File: config.mk
export PLATFORM = sky130hd
export DESIGN_NAME = sirq_aggregator
export DESIGN_NICKNAME = d
export VERILOG_FILES = /design/src/rtl/sirq_pkg.sv /design/src/rtl/sirq_level_track.sv /design/src/rtl/sirq_route.sv /design/src/rtl/sirq_line_counter.sv /design/src/rtl/sirq_aggregator.sv
export SDC_FILE = /design/constraint.sdc
export NUM_CORES = 1
export LEC_CHECK = 0
export ABC_AREA = 1
export BUFFER_PORTS_ARGS = -buffer_cell sky130_fd_sc_hd__buf_2
export CORE_ASPECT_RATIO = 0.6
export CORE_UTILIZATION = 30
export CTS_CLUSTER_SIZE = 20
export DETAILED_ROUTE_END_ITERATION = 7
export GPL_ROUTABILITY_DRIVEN = 1
export REMOVE_ABC_BUFFERS = 1
export SLEW_MARGIN = 20
export SYNTH_ARGS = -nofsm -noshare
export SYNTH_HDL_FRONTEND = slang
export SYNTH_SLANG_ARGS = --single-unit
File: constraint.sdc
create_clock -name clk_i -period 37.7 [get_ports clk_i]
set_input_delay 1.885 -clock clk_i [delete_from_list [all_inputs] [get_ports clk_i]]
set_output_delay 1.885 -clock clk_i [all_outputs]
set_load 0.005 [all_outputs]
File: src/rtl/sirq_pkg.sv
package sirq_pkg;
  // Root pin reached by pin p of device d, after the slot swizzle and, for
  // devices behind the bridge, a second swizzle at the bridge's slot.
  function automatic int root_pin(input int dev, input int pin,
                                  input int direct_devs, input int bridge_slot);
    int local_pin;
    if (dev < direct_devs) begin
      return (dev + pin) % 4;
    end
    local_pin = ((dev - direct_devs) + pin) % 4;
    return (bridge_slot + local_pin) % 4;
  endfunction
endpackage

File: src/rtl/sirq_level_track.sv
module sirq_level_track #(
  parameter int NPINS = 24
) (
  input  logic             clk_i,
  input  logic             rst_ni,
  input  logic [NPINS-1:0] irq_i,
  output logic [NPINS-1:0] rise_o,
  output logic [NPINS-1:0] fall_o
);
  logic [NPINS-1:0] lvl_q;

  always_ff @(posedge clk_i or negedge rst_ni) begin
    if (!rst_ni) lvl_q <= '0;
    else         lvl_q <= irq_i;
  end

  assign rise_o = irq_i & ~lvl_q;
  assign fall_o = ~irq_i & lvl_q;

  // an unchanged request leaves the stored level untouched
  a_r2_same_level_kept: assert property (@(posedge clk_i) disable iff (!rst_ni)
    (irq_i == lvl_q) |=> $stable(lvl_q));
endmodule

File: src/rtl/sirq_route.sv
module sirq_route #(
  parameter int NPINS       = 24,
  parameter int LW          = 2,
  parameter int DIRECT_DEVS = 4,
  parameter int BRIDGE_SLOT = 1
) (
  input  logic [4*LW-1:0]     line_map_i,
  output logic [NPINS*LW-1:0] line_idx_o
);
  for (genvar i = 0; i < NPINS; i++) begin : g_pin
    localparam int RP = sirq_pkg::root_pin(i / 4, i % 4, DIRECT_DEVS, BRIDGE_SLOT);
    assign line_idx_o[i*LW +: LW] = line_map_i[RP*LW +: LW];
  end
endmodule

File: src/rtl/sirq_line_counter.sv
module sirq_line_counter #(
  parameter int NPINS   = 24,
  parameter int LW      = 2,
  parameter int CW      = 5,
  parameter int LINE_ID = 0
) (
  input  logic                clk_i,
  input  logic                rst_ni,
  input  logic [NPINS-1:0]    rise_i,
  input  logic [NPINS-1:0]    fall_i,
  input  logic [NPINS*LW-1:0] line_idx_i,
  output logic                line_o
);
  localparam logic [LW-1:0] ID = LW'(LINE_ID);
  localparam logic signed [CW+1:0] MAXV = (CW+2)'(NPINS);

  logic [CW-1:0] cnt_q, cnt_d, up, dn;
  logic signed [CW+1:0] sum;

  always_comb begin
    up = '0;
    dn = '0;
    for (int i = 0; i < NPINS; i++) begin
      if (line_idx_i[i*LW +: LW] == ID) begin
        if (rise_i[i]) up = up + 1'b1;
        if (fall_i[i]) dn = dn + 1'b1;
      end
    end
    sum = $signed({2'b00, cnt_q}) + $signed({2'b00, up}) - $signed({2'b00, dn});
    if (sum < 0)         cnt_d = '0;
    else if (sum > MAXV) cnt_d = MAXV[CW-1:0];
    else                 cnt_d = sum[CW-1:0];
  end

  always_ff @(posedge clk_i or negedge rst_ni) begin
    if (!rst_ni) cnt_q <= '0;
    else         cnt_q <= cnt_d;
  end

  assign line_o = |cnt_q;

  // with no routed event the count holds
  a_r3_idle_holds: assert property (@(posedge clk_i) disable iff (!rst_ni)
    (up == '0 && dn == '0) |=> $stable(cnt_q));
  // a lone rise raises the line on the next cycle
  a_r3_rise_sets_line: assert property (@(posedge clk_i) disable iff (!rst_ni)
    (up != '0 && dn == '0) |=> line_o);
  // a fall on an empty counter leaves it at zero
  a_r10_no_underflow: assert property (@(posedge clk_i) disable iff (!rst_ni)
    (cnt_q == '0 && up == '0) |=> (cnt_q == '0));
  // a line with nothing counted and nothing arriving is low next cycle
  a_r4_empty_line_low: assert property (@(posedge clk_i) disable iff (!rst_ni)
    (cnt_q == '0 && up == '0) |=> !line_o);
endmodule

File: src/rtl/sirq_aggregator.sv
module sirq_aggregator #(
  parameter int NUM_DEV     = 6,
  parameter int NUM_LINES   = 4,
  parameter int DIRECT_DEVS = 4,
  parameter int BRIDGE_SLOT = 1,
  localparam int NPINS      = NUM_DEV * 4,
  localparam int LW         = (NUM_LINES > 1) ? $clog2(NUM_LINES) : 1,
  localparam int CW         = $clog2(NPINS + 1)
) (
  input  logic                 clk_i,
  input  logic                 rst_ni,
  input  logic [NPINS-1:0]     irq_i,
  input  logic [4*LW-1:0]      line_map_i,
  output logic [NUM_LINES-1:0] line_o
);
  logic [NPINS-1:0]    rise, fall;
  logic [NPINS*LW-1:0] line_idx;

  sirq_level_track #(.NPINS(NPINS)) u_track (
    .clk_i  (clk_i),
    .rst_ni (rst_ni),
    .irq_i  (irq_i),
    .rise_o (rise),
    .fall_o (fall)
  );

  sirq_route #(
    .NPINS(NPINS), .LW(LW), .DIRECT_DEVS(DIRECT_DEVS), .BRIDGE_SLOT(BRIDGE_SLOT)
  ) u_route (
    .line_map_i (line_map_i),
    .line_idx_o (line_idx)
  );

  for (genvar l = 0; l < NUM_LINES; l++) begin : g_line
    sirq_line_counter #(
      .NPINS(NPINS), .LW(LW), .CW(CW), .LINE_ID(l)
    ) u_cnt (
      .clk_i      (clk_i),
      .rst_ni     (rst_ni),
      .rise_i     (rise),
      .fall_i     (fall),
      .line_idx_i (line_idx),
      .line_o     (line_o[l])
    );
  end

  // an unchanged request vector leaves every line as it was
  a_r2_lines_stable: assert property (@(posedge clk_i) disable iff (!rst_ni)
    (irq_i == $past(irq_i) && $stable(line_map_i)) |=> $stable(line_o));
  // all pins low for two samples leaves no line asserted
  a_r4_all_low: assert property (@(posedge clk_i) disable iff (!rst_ni)
    (irq_i == '0 && $past(irq_i) == '0 && $past(line_o) == '0) |=> (line_o == '0));
endmodule

==> Yosys cells after proc, flatten, opt, wreduce, memory -nomap -nowiden <==
Cells that the tools add are included.
{ "word_totals": {"input_bits": 34, "output_inout_bits": 4, "ff_bits": 44, "elab_cells": 615} }
{ "op_classes": {"n_reduce_logical": 8, "n_mux": 386, "eq_ne": 12, "n_bitwise": 4, "magnitude_cmp": 8, "n_addsub": 192} }
{ "ops": {"columns": ["operator", "count"], "rows": [
  ["$mux 5", 381],
  ["$add 5x1->5 const B", 181],
  ["$and 24x24->24", 2],
  ["$not 24->24", 2],
  ["$gt 7x6->1 const B", 4],
  ["$lt 7x1->1 const B", 4],
  ["$sub 6x5->7", 4],
  ["$add 5x5->6", 4],
  ["$reduce_or 5->1", 4],
  ["$eq 2x2->1 const B", 8],
  ["$eq 2x1->1 const B", 4],
  ["$logic_not 2->1", 4],
  ["$add 1x1->2 const B", 3],
  ["$mux 1", 5]
]} }

==> Longest topological paths before layout <==
Gate-level depths: netlist of run 1.
{ "logic_depth": {"ltp_word": 78, "mapped_depth": 102, "mapped_depth_nobuf": 101} }

==> By module <==
Synthesis of run 1 repeated with hierarchy kept, for this count alone.
{ "unflattened": {"cells_unflattened": 5555, "area_unflattened_um2": 28270.9} }
{ "modules_own_cells": {"columns": ["mod", "cells_per_inst", "instances", "area_each_um2", "seq_area_each_um2"], "rows": [
  ["sirq_line_counter at g_line[1].u_cnt ...", 1343, 2, 6690.2, 125.1],
  ["sirq_line_counter at g_line[3].u_cnt", 1345, 1, 6890.4, 125.1],
  ["sirq_line_counter at g_line[0].u_cnt", 1356, 1, 6678.9, 125.1],
  ["sirq_level_track", 120, 1, 960.9, 600.6],
  ["sirq_route", 48, 1, 360.3, 0.0]
]} }

==> Worst setup path before layout of run 1 <==
OpenSTA, ideal clock, no wires.
{ "synth_path": {"path_type": "input -> register", "startpoint": "input line_map_i[0]", "endpoint": "register g_line[0].u_cnt.cnt_q[0]", "t_required_ns": 37.627, "arrival_ns": 14.862, "path_slack_ns": 22.765, "path_stages": 95, "n_path_buf": 1, "setup_ns": 0.073, "cell_sequence": "nor2_2 inv_1 buf_4 nor2_1 ha_1 nand2_4 nand2_4 ha_1 nand3_1 nand2_1 ha_1 o21ai_0 nand2_1 o21ai_0 inv_1 nand2_1 nand3_1 nand2_1 [59 not listed] inv_1 ha_1 nand2_1 xnor2_1 fa_1 inv_1 ha_1 a21oi_1 inv_1 a31oi_1 nor2_1 o21ai_0 inv_1 nor2_1 nor2_1 a211oi_1 o31ai_1 nor2_1"} }
{ "synth_between": {"elab_chain_len": 76, "elab_cells_between_ends": 147, "classes_between": "add/sub (48); order compare (2); mux (96); reduce/logical (1)"} }
{ "synth_rtl": {"columns": ["item", "line", "rtl"], "rows": [
  ["from (decl)", "sirq_aggregator.sv:13", "input logic [4*LW-1:0] line_map_i,"],
  ["$logic_not 2->1 *", "sirq_line_counter.sv:24", "if (line_idx_i[i*LW +: LW] == ID) begin"],
  ["$mux 5", "sirq_line_counter.sv:24", null],
  ["$add 5x1->5", "sirq_line_counter.sv:25", "if (rise_i[i]) up = up + 1'b1;"],
  ["$mux 5", "sirq_line_counter.sv:25", null],
  ["$mux 5", "sirq_line_counter.sv:24", null],
  ["$add 5x1->5", "sirq_line_counter.sv:25", null],
  ["$mux 5", "sirq_line_counter.sv:25", null],
  ["$mux 5", "sirq_line_counter.sv:24", null],
  ["[61 not listed]", null, null],
  ["$mux 5", "sirq_line_counter.sv:25", null],
  ["$mux 5", "sirq_line_counter.sv:24", null],
  ["$add 5x5->6", "sirq_line_counter.sv:29", "sum = $signed({2'b00, cnt_q}) + $signed({2'b00, up}) - $signed({2'b00, dn});"],
  ["$sub 6x5->7 *", "sirq_line_counter.sv:29", null],
  ["$gt 7x6->1", "sirq_line_counter.sv:31", "else if (sum > MAXV) cnt_d = MAXV[CW-1:0];"],
  ["$mux 5", "sirq_line_counter.sv:31", null],
  ["$mux 5 *", "sirq_line_counter.sv:30", "if (sum < 0) cnt_d = '0;"],
  ["via g_line[0].u_cnt.cnt_d[0]", "sirq_line_counter.sv:17", "logic [CW-1:0] cnt_q, cnt_d, up, dn;"],
  ["to (signal assigned)", "sirq_line_counter.sv:37", "else cnt_q <= cnt_d;"],
  ["to (decl)", "sirq_line_counter.sv:17", null]
]} }
Mark *: on every way through the listed nets, which the timed path passes. The rest lies on a longest branch.

==> Worst setup path after layout of run 1 <==
{ "layout_path": {"startpoint": "input line_map_i[0]", "endpoint": "register g_line[0].u_cnt.cnt_q[1]"} }
Same word-level chain as after synthesis.

==> results.tsv, run 1 <==
metric	value	unit
run_status	complete, no violations	
synth.avg_cell_area	5.10	um^2
clkLatencyLatePin	0.33	ns
area_growth	6.50	%
hold_depth	6	
grt_max_degree	45	
die_w	408	um
cts.sinks	44	
num_vias	33413	
end_kind	register	
rsz0062_at_grt	false	
ir_worst_vdd	23.4	uV
hold_viol	0	
firstDrtPassIters	6	
max_stage_delay	0.48	ns
nNetsFinal	6108	
ff_latch_area	0.00110	mm^2
drv_slew	0	
p_leak	0.0189	uW
cts_max_path_buffers	2	
fillers	10990	
worstReg2RegEnd	g_line[2].u_cnt.cnt_q[1]$_DFF_PN0_	
final_common_cell	nand2_1	
r2r_slack	22.84	ns
crit_path_top_delay_cell	fa_1	
async_reset_ff_share	100	%
die_h	246	um
cts_made_buffers	5	
whs_endpoint	g_line[0].u_cnt.cnt_q[0]$_DFF_PN0_	
grt_overflow_total	0	
holdCritPathClass	register to register	
worstMarginPinSlew	0.930	ns
hp-start	g_line[0].u_cnt.cnt_q[0]$_DFF_PN0_	
finClkSkew	0.0148	ns
path_clk_slew	0.07	ns
grt_pass1_wl	135	mm
ys_types	50	
crit_path_frequent_cell	nand2_1	
wl_per_cell	11.0	um
min_period_over_period	43.5	%
antenna_found_initial	2	
syn_inst	5822	
cts_resized	0	
worst_ep_arrival_time	16.67	ns
first_global_vias	29838	
via_per_inst	4.67	
ys_seq_area_share	3.71	%
dp_hpwl	67.7	mm
multi_input_area	0.0240	mm^2
start_util	30.6	%
worst-setup-path-type	input port to register	
crit_start	line_map_i[0]	
ff2ff_path_depth	89	
place_ws	20.97	ns
gp_congestion	0.883	
yosys_warnings	0	
layout_setup_ws	21.29	ns
cellPowerDensity	21.5	mW/mm^2
drc_errors	0	
cts_setup_buffers	0	
synth_edf_count	0	
synth_area	0.0297	mm^2
cts_root_buffer	clkbuf_16	
cts_tree	yes	
max_cap_viol_count	0	
setup_viol	0	
synthFlopType	dfrtp_1	
pin_count	38	
clock.fmax	0.0609	GHz
drive_gt1_share	10.7	%
ys_seq_elements	44	
hold_buffers	0	
rows	88	
tns	0	ns
path_max_fanout	11	
drt_wl_total	78.9	mm
die_area	0.100	mm^2
cp.required	37.95	ns
fin_crit	16.41	ns
timing.slew.headroom	37.9	%
gr-usage-all-layers	15.7	%
layout_common_cells	1,893 x nand2_1, 1,136 x inv_1, 1,067 x nand3_1	
crit_path_start_kind	input port	
io_buffers	37	
fin_util	32.6	%
ant_nets	0	
htree_levels	2	
coreArea	0.0971	mm^2
drt-initial-drc-count	2199	
r2r_start	u_track.lvl_q[0]$_DFF_PN0_	
[final cells by class]
type,count,area share [%]
diodes,1,0.00791
clock buffers,5,0.396
clock inverters,3,0.146
inverters,1181,14.0
multi-input cells,4578,76.0
flip-flops and latches,44,3.48
well taps,1305,5.16
repair buffers,44,0.752
[report_power, final]
part           switching, uW  internal (uW)  total [uW]
Sequential              4.95           59.6        64.6
Combinational            365            193         557
Clock                   26.8           31.7        58.5
Total                    396            284         680
[synthesized netlist by cell type, types with 3 or more instances]
cell type	count	share of area [%]
a211oi_1	4	0.10
o21ai_0	57	0.96
fa_1	20	1.3
xnor2_1	21	0.62
nand3b_2	4	0.15
or2_1	3	0.063
nor2_2	29	0.61
o31ai_1	4	0.10
inv_2	37	0.47
nand3_1	1067	18
a21oi_1	44	0.74
inv_1	1136	14
nand3_2	125	4.2
dfrtp_1	44	3.7
clkbuf_1	7	0.089
o21ai_1	13	0.22
nor2_4	7	0.27
o21bai_1	4	0.10
xor2_1	29	0.86
buf_4	6	0.15
nand2_4	88	3.3
ha_1	200	8.4
nand4_1	66	1.4
a21boi_0	7	0.18
a31oi_1	4	0.084
buf_2	4	0.067
o21ai_2	9	0.27
nand2_1	1893	24
or2_2	58	1.2
clkinv_1	5	0.063
nand3b_1	59	1.5
nor3_1	15	0.25
nand3_4	11	0.65
nor2_1	527	6.7
nand2_2	196	4.1
[metrics by stage]
step                instance area [um^2]  total power (uW)  std cells  hold WS [ns]
CTS                                31600               682       7160          1.03
global route                       31600               776       7160          1.09
finish                             31600               680       7161          1.03
global placement                   31500               607       7152         0.984
detailed placement                 31500               618       7152          1.02
floorplan                          29600               508       5803         0.947
[how the worst max path moves through the flow]
| stage | slack, ns | endpoint | depth (start not counted) |
|---|---|---|---|
| final | 21.29 | g_line[0].u_cnt.cnt_q[1]$_DFF_PN0_ | 94 |
| after global routing | 19.74 | g_line[0].u_cnt.cnt_q[1]$_DFF_PN0_ | 95 |
| after CTS | 21.27 | g_line[0].u_cnt.cnt_q[1]$_DFF_PN0_ | 94 |
| after detailed placement | 20.97 | g_line[0].u_cnt.cnt_q[1]$_DFF_PN0_ | 94 |
| after global placement | 21.15 | g_line[0].u_cnt.cnt_q[1]$_DFF_PN0_ | 95 |
| after floorplan | 22.80 | g_line[0].u_cnt.cnt_q[0]$_DFF_PN0_ | 94 |
[critical path: cells and delay by family]
kind	cells	cell delay, ns
AOI/OAI and AO/OA	8	1.73
xor gates and xnor gates	2	0.34
adders and majority gates	16	4.61
buffers and inverters	15	1.23
and+or+nand+nor	53	6.85
[metal layers]
layer | GRT usage, % | wire length [um]
met1 | 23.1 | 42800
met2 | 24.9 | 31700
met3 | 1.45 | 3510
met4 | 2.15 | 836
met5 | 0 | 0
[cell families after synthesis]
group / after synthesis / synth area share (%)
AOI/OAI and AO/OA: 151 / 2.91
xor gates and xnor gates: 52 / 1.62
adders and majority gates: 220 / 9.78
buffers and inverters: 1200 / 15.3
DFF: 44 / 3.71
and+or+nand+nor: 4155 / 66.7
[flip-flops by register name, indices dropped and copies added, names as in the netlist]
signal,cells
u_track.lvl_q,24
g_line.u_cnt.cnt_q,20
Power figures use the tool's default switching activity.
==> run 2: changes to the inputs <==
--- a/config.mk
+++ b/config.mk
@@ -5,7 +5,7 @@
 export SDC_FILE = /design/constraint.sdc
 export NUM_CORES = 1
 export LEC_CHECK = 0
-export ABC_AREA = 1
+export ABC_AREA = 0
 export BUFFER_PORTS_ARGS = -buffer_cell sky130_fd_sc_hd__buf_2
 export CORE_ASPECT_RATIO = 0.6
 export CORE_UTILIZATION = 30
==> constraint.sdc (replaced) <==
create_clock -name clk_i -period 17 [get_ports clk_i]
set_input_delay 0.85 -clock clk_i [delete_from_list [all_inputs] [get_ports clk_i]]
set_output_delay 0.85 -clock clk_i [all_outputs]
set_load 0.005 [all_outputs]
==> run 2 against run 1 <==
Synthesized area decreased by 3.0%; wire length increased by 23%; sequential cell count unchanged; global-route usage increased by 3.7 points; register-to-register slack got worse by 22 ns; utilization increased by 0.43 points; largest cell class unchanged; cell count decreased by 28%; clock-buffer cell count unchanged; first-iteration DRC count decreased by 1.5%; clock skew increased by 0.010 ns.
==> results.tsv, run 2 <==
metric	value	unit	change
run_status	complete, no violations		
grt_max_degree	45		unchanged
cts_max_path_buffers	2		unchanged
dpl_cell_area	0.0305	mm^2	-3.0%
coreArea	0.0945	mm^2	-2.7%
setup_viol	0		unchanged
worst-setup-path-type	input port to register		
wl_per_cell	18.9	um	+71%
clkPwrFrac	6.2	%	-2.4 points
reg_top3	u_track.lvl_q: 24 flops, g_line.u_cnt.cnt_q: 20 flops		
regMostFlops	u_track.lvl_q		
worstMarginPinSlew	1.15	ns	+0.220 ns
cellPowerDensity	70.0	mW/mm^2	+230%
yosysTopAreaCell	xnor2_1		
gr-usage-all-layers	19.4	%	+3.7 points
via_per_inst	5.57		+19%
antenna_found_initial	7		+5
die_area	0.0973	mm^2	-3.0%
htree_levels	2		unchanged
p_leak	0.0120	uW	-36%
drt-initial-drc-count	2167		-1.5%
clkLatencyLatePin	0.34	ns	about the same
area_growth	8.23	%	
crit_path_frequent_cell	ha_1		
crit_start	line_map_i[1]		
final_area	0.0312	mm^2	-1.4%
crit_path_start_kind	input port		
critical-path-top-delay-family	adder cells		
grt_pass1_wl	151	mm	+12%
drt_wl_total	97.2	mm	+23%
synth_top_cells_by_area	xnor2_1 13%, ha_1 8.7%, nand2_1 6.1%		
dr.max_layer_used	met4		
finalNonFillerCells	5143		-28%
ys_seq_area_share	3.82	%	+0.11 points
netSwitchingFraction	54.4	%	-3.9 points
grt_overflow_total	0		unchanged
fin_crit	16.08	ns	
start_util	30.5	%	-0.091 points
cts_tree	yes		
ys_seq_elements	44		unchanged
cts.sinks	44		unchanged
r2r_start	u_track.lvl_q[0]$_DFF_PN0_		
gp_congestion	0.962		+8.9%
hold_viol	0		unchanged
layout_common_cells	469 x nand2_1, 437 x xnor2_1, 403 x nor2_1		
dp_hpwl	79.8	mm	+18%
ant_nets	0		unchanged
yosys-top-cells-count	470 x nand2_1, 439 x xnor2_1, 405 x nor2_1, 210 x a21oi_1, 200 x ha_1		
synthFlopType	dfrtp_1		
async_reset_ff_share	100	%	unchanged
num_vias	28668		-14%
holdCritPathClass	input port to register		
final_common_cell	nand2_1		
drc_errors	0		unchanged
io_buffers	37		unchanged
dr_wl_met3	11.8	mm	+240%
yosys_warnings	0		unchanged
drv_slew	0		unchanged
min_period_over_period	94.6	%	
timing.slew.headroom	23.2	%	-15 points
firstDrtPassIters	7		+1
nNetsFinal	4144		-32%
fin_hold_ws	0.638	ns	-0.392 ns
drive_gt1_share	12.1	%	+1.4 points
synth_area	0.0288	mm^2	-3.0%
fin_util	33.0	%	+0.43 points
power_frac_seq	6.6	%	-2.9 points
max_stage_delay	0.54	ns	+0.06 ns
pin_count	38		unchanged
ir_worst_vdd	58.7	uV	+150%
crit_buf_inv	7		-8
rows	87		-1.1%
first_global_vias	26367		-12%
die_h	242	um	-1.5%
cts_root_buffer	clkbuf_16		
place_ws	0.113	ns	-20.85 ns
path_max_fanout	27		+16
power.switching	1190	uW	+200%
ys_types	134		+170%
hp-start	irq_i[1]		
yosysMostFrequentCell	nand2_1		
wl_met1	48.7	mm	+14%
p_int	996	uW	+250%
worst_ep_arrival_time	16.28	ns	-0.39 ns
cp.required	17.21	ns	-20.74 ns
end_kind	register		
hold_buffers	0		unchanged
cts_made_buffers	5		unchanged
die_w	402	um	-1.5%
largest_register_ffs	24		unchanged
layout_setup_ws	0.925	ns	-20.36 ns
clock.fmax	0.0622	GHz	
synth.avg_cell_area	7.43	um^2	+46%
syn_inst	3879		-33%
synth_edf_count	0		unchanged
comb_power_share	87.2	%	+5.3 points
dp_cells	5112		-29%
synth_top_area_share	13.3	%	-11 points
path_clk_slew	0.10	ns	+0.03 ns
wl_met2	35.6	mm	+12%
crit_path_top_delay_cell	or4_1		
max_cap_viol_count	0		unchanged
finClkSkew	0.0251	ns	+0.0102 ns
## run 2: cell types whose count changed after synthesis, sizes merged, moves of 62 or more
cell	previous run	this run
nand2	2178	474
nand3	1203	129
inv	1175	169
xnor2	22	511
xor2	30	225
a21oi	45	216
nor2	563	410
nor3	16	92
o21ai	79	154
nor2b	0	68
mux2i	0	64
clkbuf	7	70
nand2b	0	62
## run 2: final timing paths
path	slack, ns	to	cells past startpoint
setup reg to reg	1.26	g_line[1].u_cnt.cnt_q[4]$_DFF_PN0_	74
hold reg to reg	0.89	g_line[0].u_cnt.cnt_q[3]$_DFF_PN0_	3
min in group asynchronous	0.67	g_line[3].u_cnt.cnt_q[3]$_DFF_PN0_	2
setup / recovery	0.92	g_line[1].u_cnt.cnt_q[4]$_DFF_PN0_	76
max in group asynchronous	15.75	g_line[1].u_cnt.cnt_q[3]$_DFF_PN0_	2
hold / removal	0.64	u_track.lvl_q[1]$_DFF_PN0_	1
## run 2: logic make-up after synthesis
family / Yosys count / synth area share (%)
flops: 44 / 3.82
fa+ha+maj: 226 / 10.3
buf+inv: 303 / 4.65
mux: 95 / 3.49
compound gates: 809 / 19.2
xor+xnor: 778 / 29.2
simple gates: 1624 / 29.4
## run 2: final cells by class
cell class	count	area, um^2
fill	10106	63300
clock inverter	3	46.3
sequential	44	1100
inverter	169	634
multi-input combinational	3532	26700
antenna	6	15.0
timing repair buffer	138	957
tap	1246	1560
clock buffer	5	125
## run 2: metal layers
layer | track usage (%) | up-vias
li1 | - | 13933
met1 | 30.1 | 13585
met2 | 25.6 | 1091
met3 | 6.30 | 59
met4 | 2.64 | 0
met5 | 0 | -
## run 2: worst register-to-register path, delay by kind of cell (launching register included)
| family | cells | cell delay [ns] |
|---|---|---|
| mux | 6 | 1.37 |
| flops | 1 | 0.48 |
| xor+xnor | 7 | 1.24 |
| buf+inv | 5 | 0.44 |
| fa+ha+maj | 16 | 5.11 |
| compound gates | 25 | 4.05 |
| simple gates | 15 | 2.96 |
## run 2: power groups by stage
stage               sequential, uW  clock [uW]  combinational [uW]
floorplan                      142           0                1410
global route                   146         140                2130
global placement               146           0                1790
CTS                            144         137                1820
finish                         144         135                1900
detailed placement             146           0                1810
## run 2: metrics by stage
step	power [uW]	setup TNS, ns
after floorplan	1550	0
after global placement	1930	0
after detailed placement	1960	0
after CTS	2100	0
after global routing	2420	-0.449
final	2180	0
## run 2: repair_timing
item,4_1_cts,5_1_grt
gates resized for setup,0,86
endpoints found under the setup margin,0,20
setup buffers,0,17
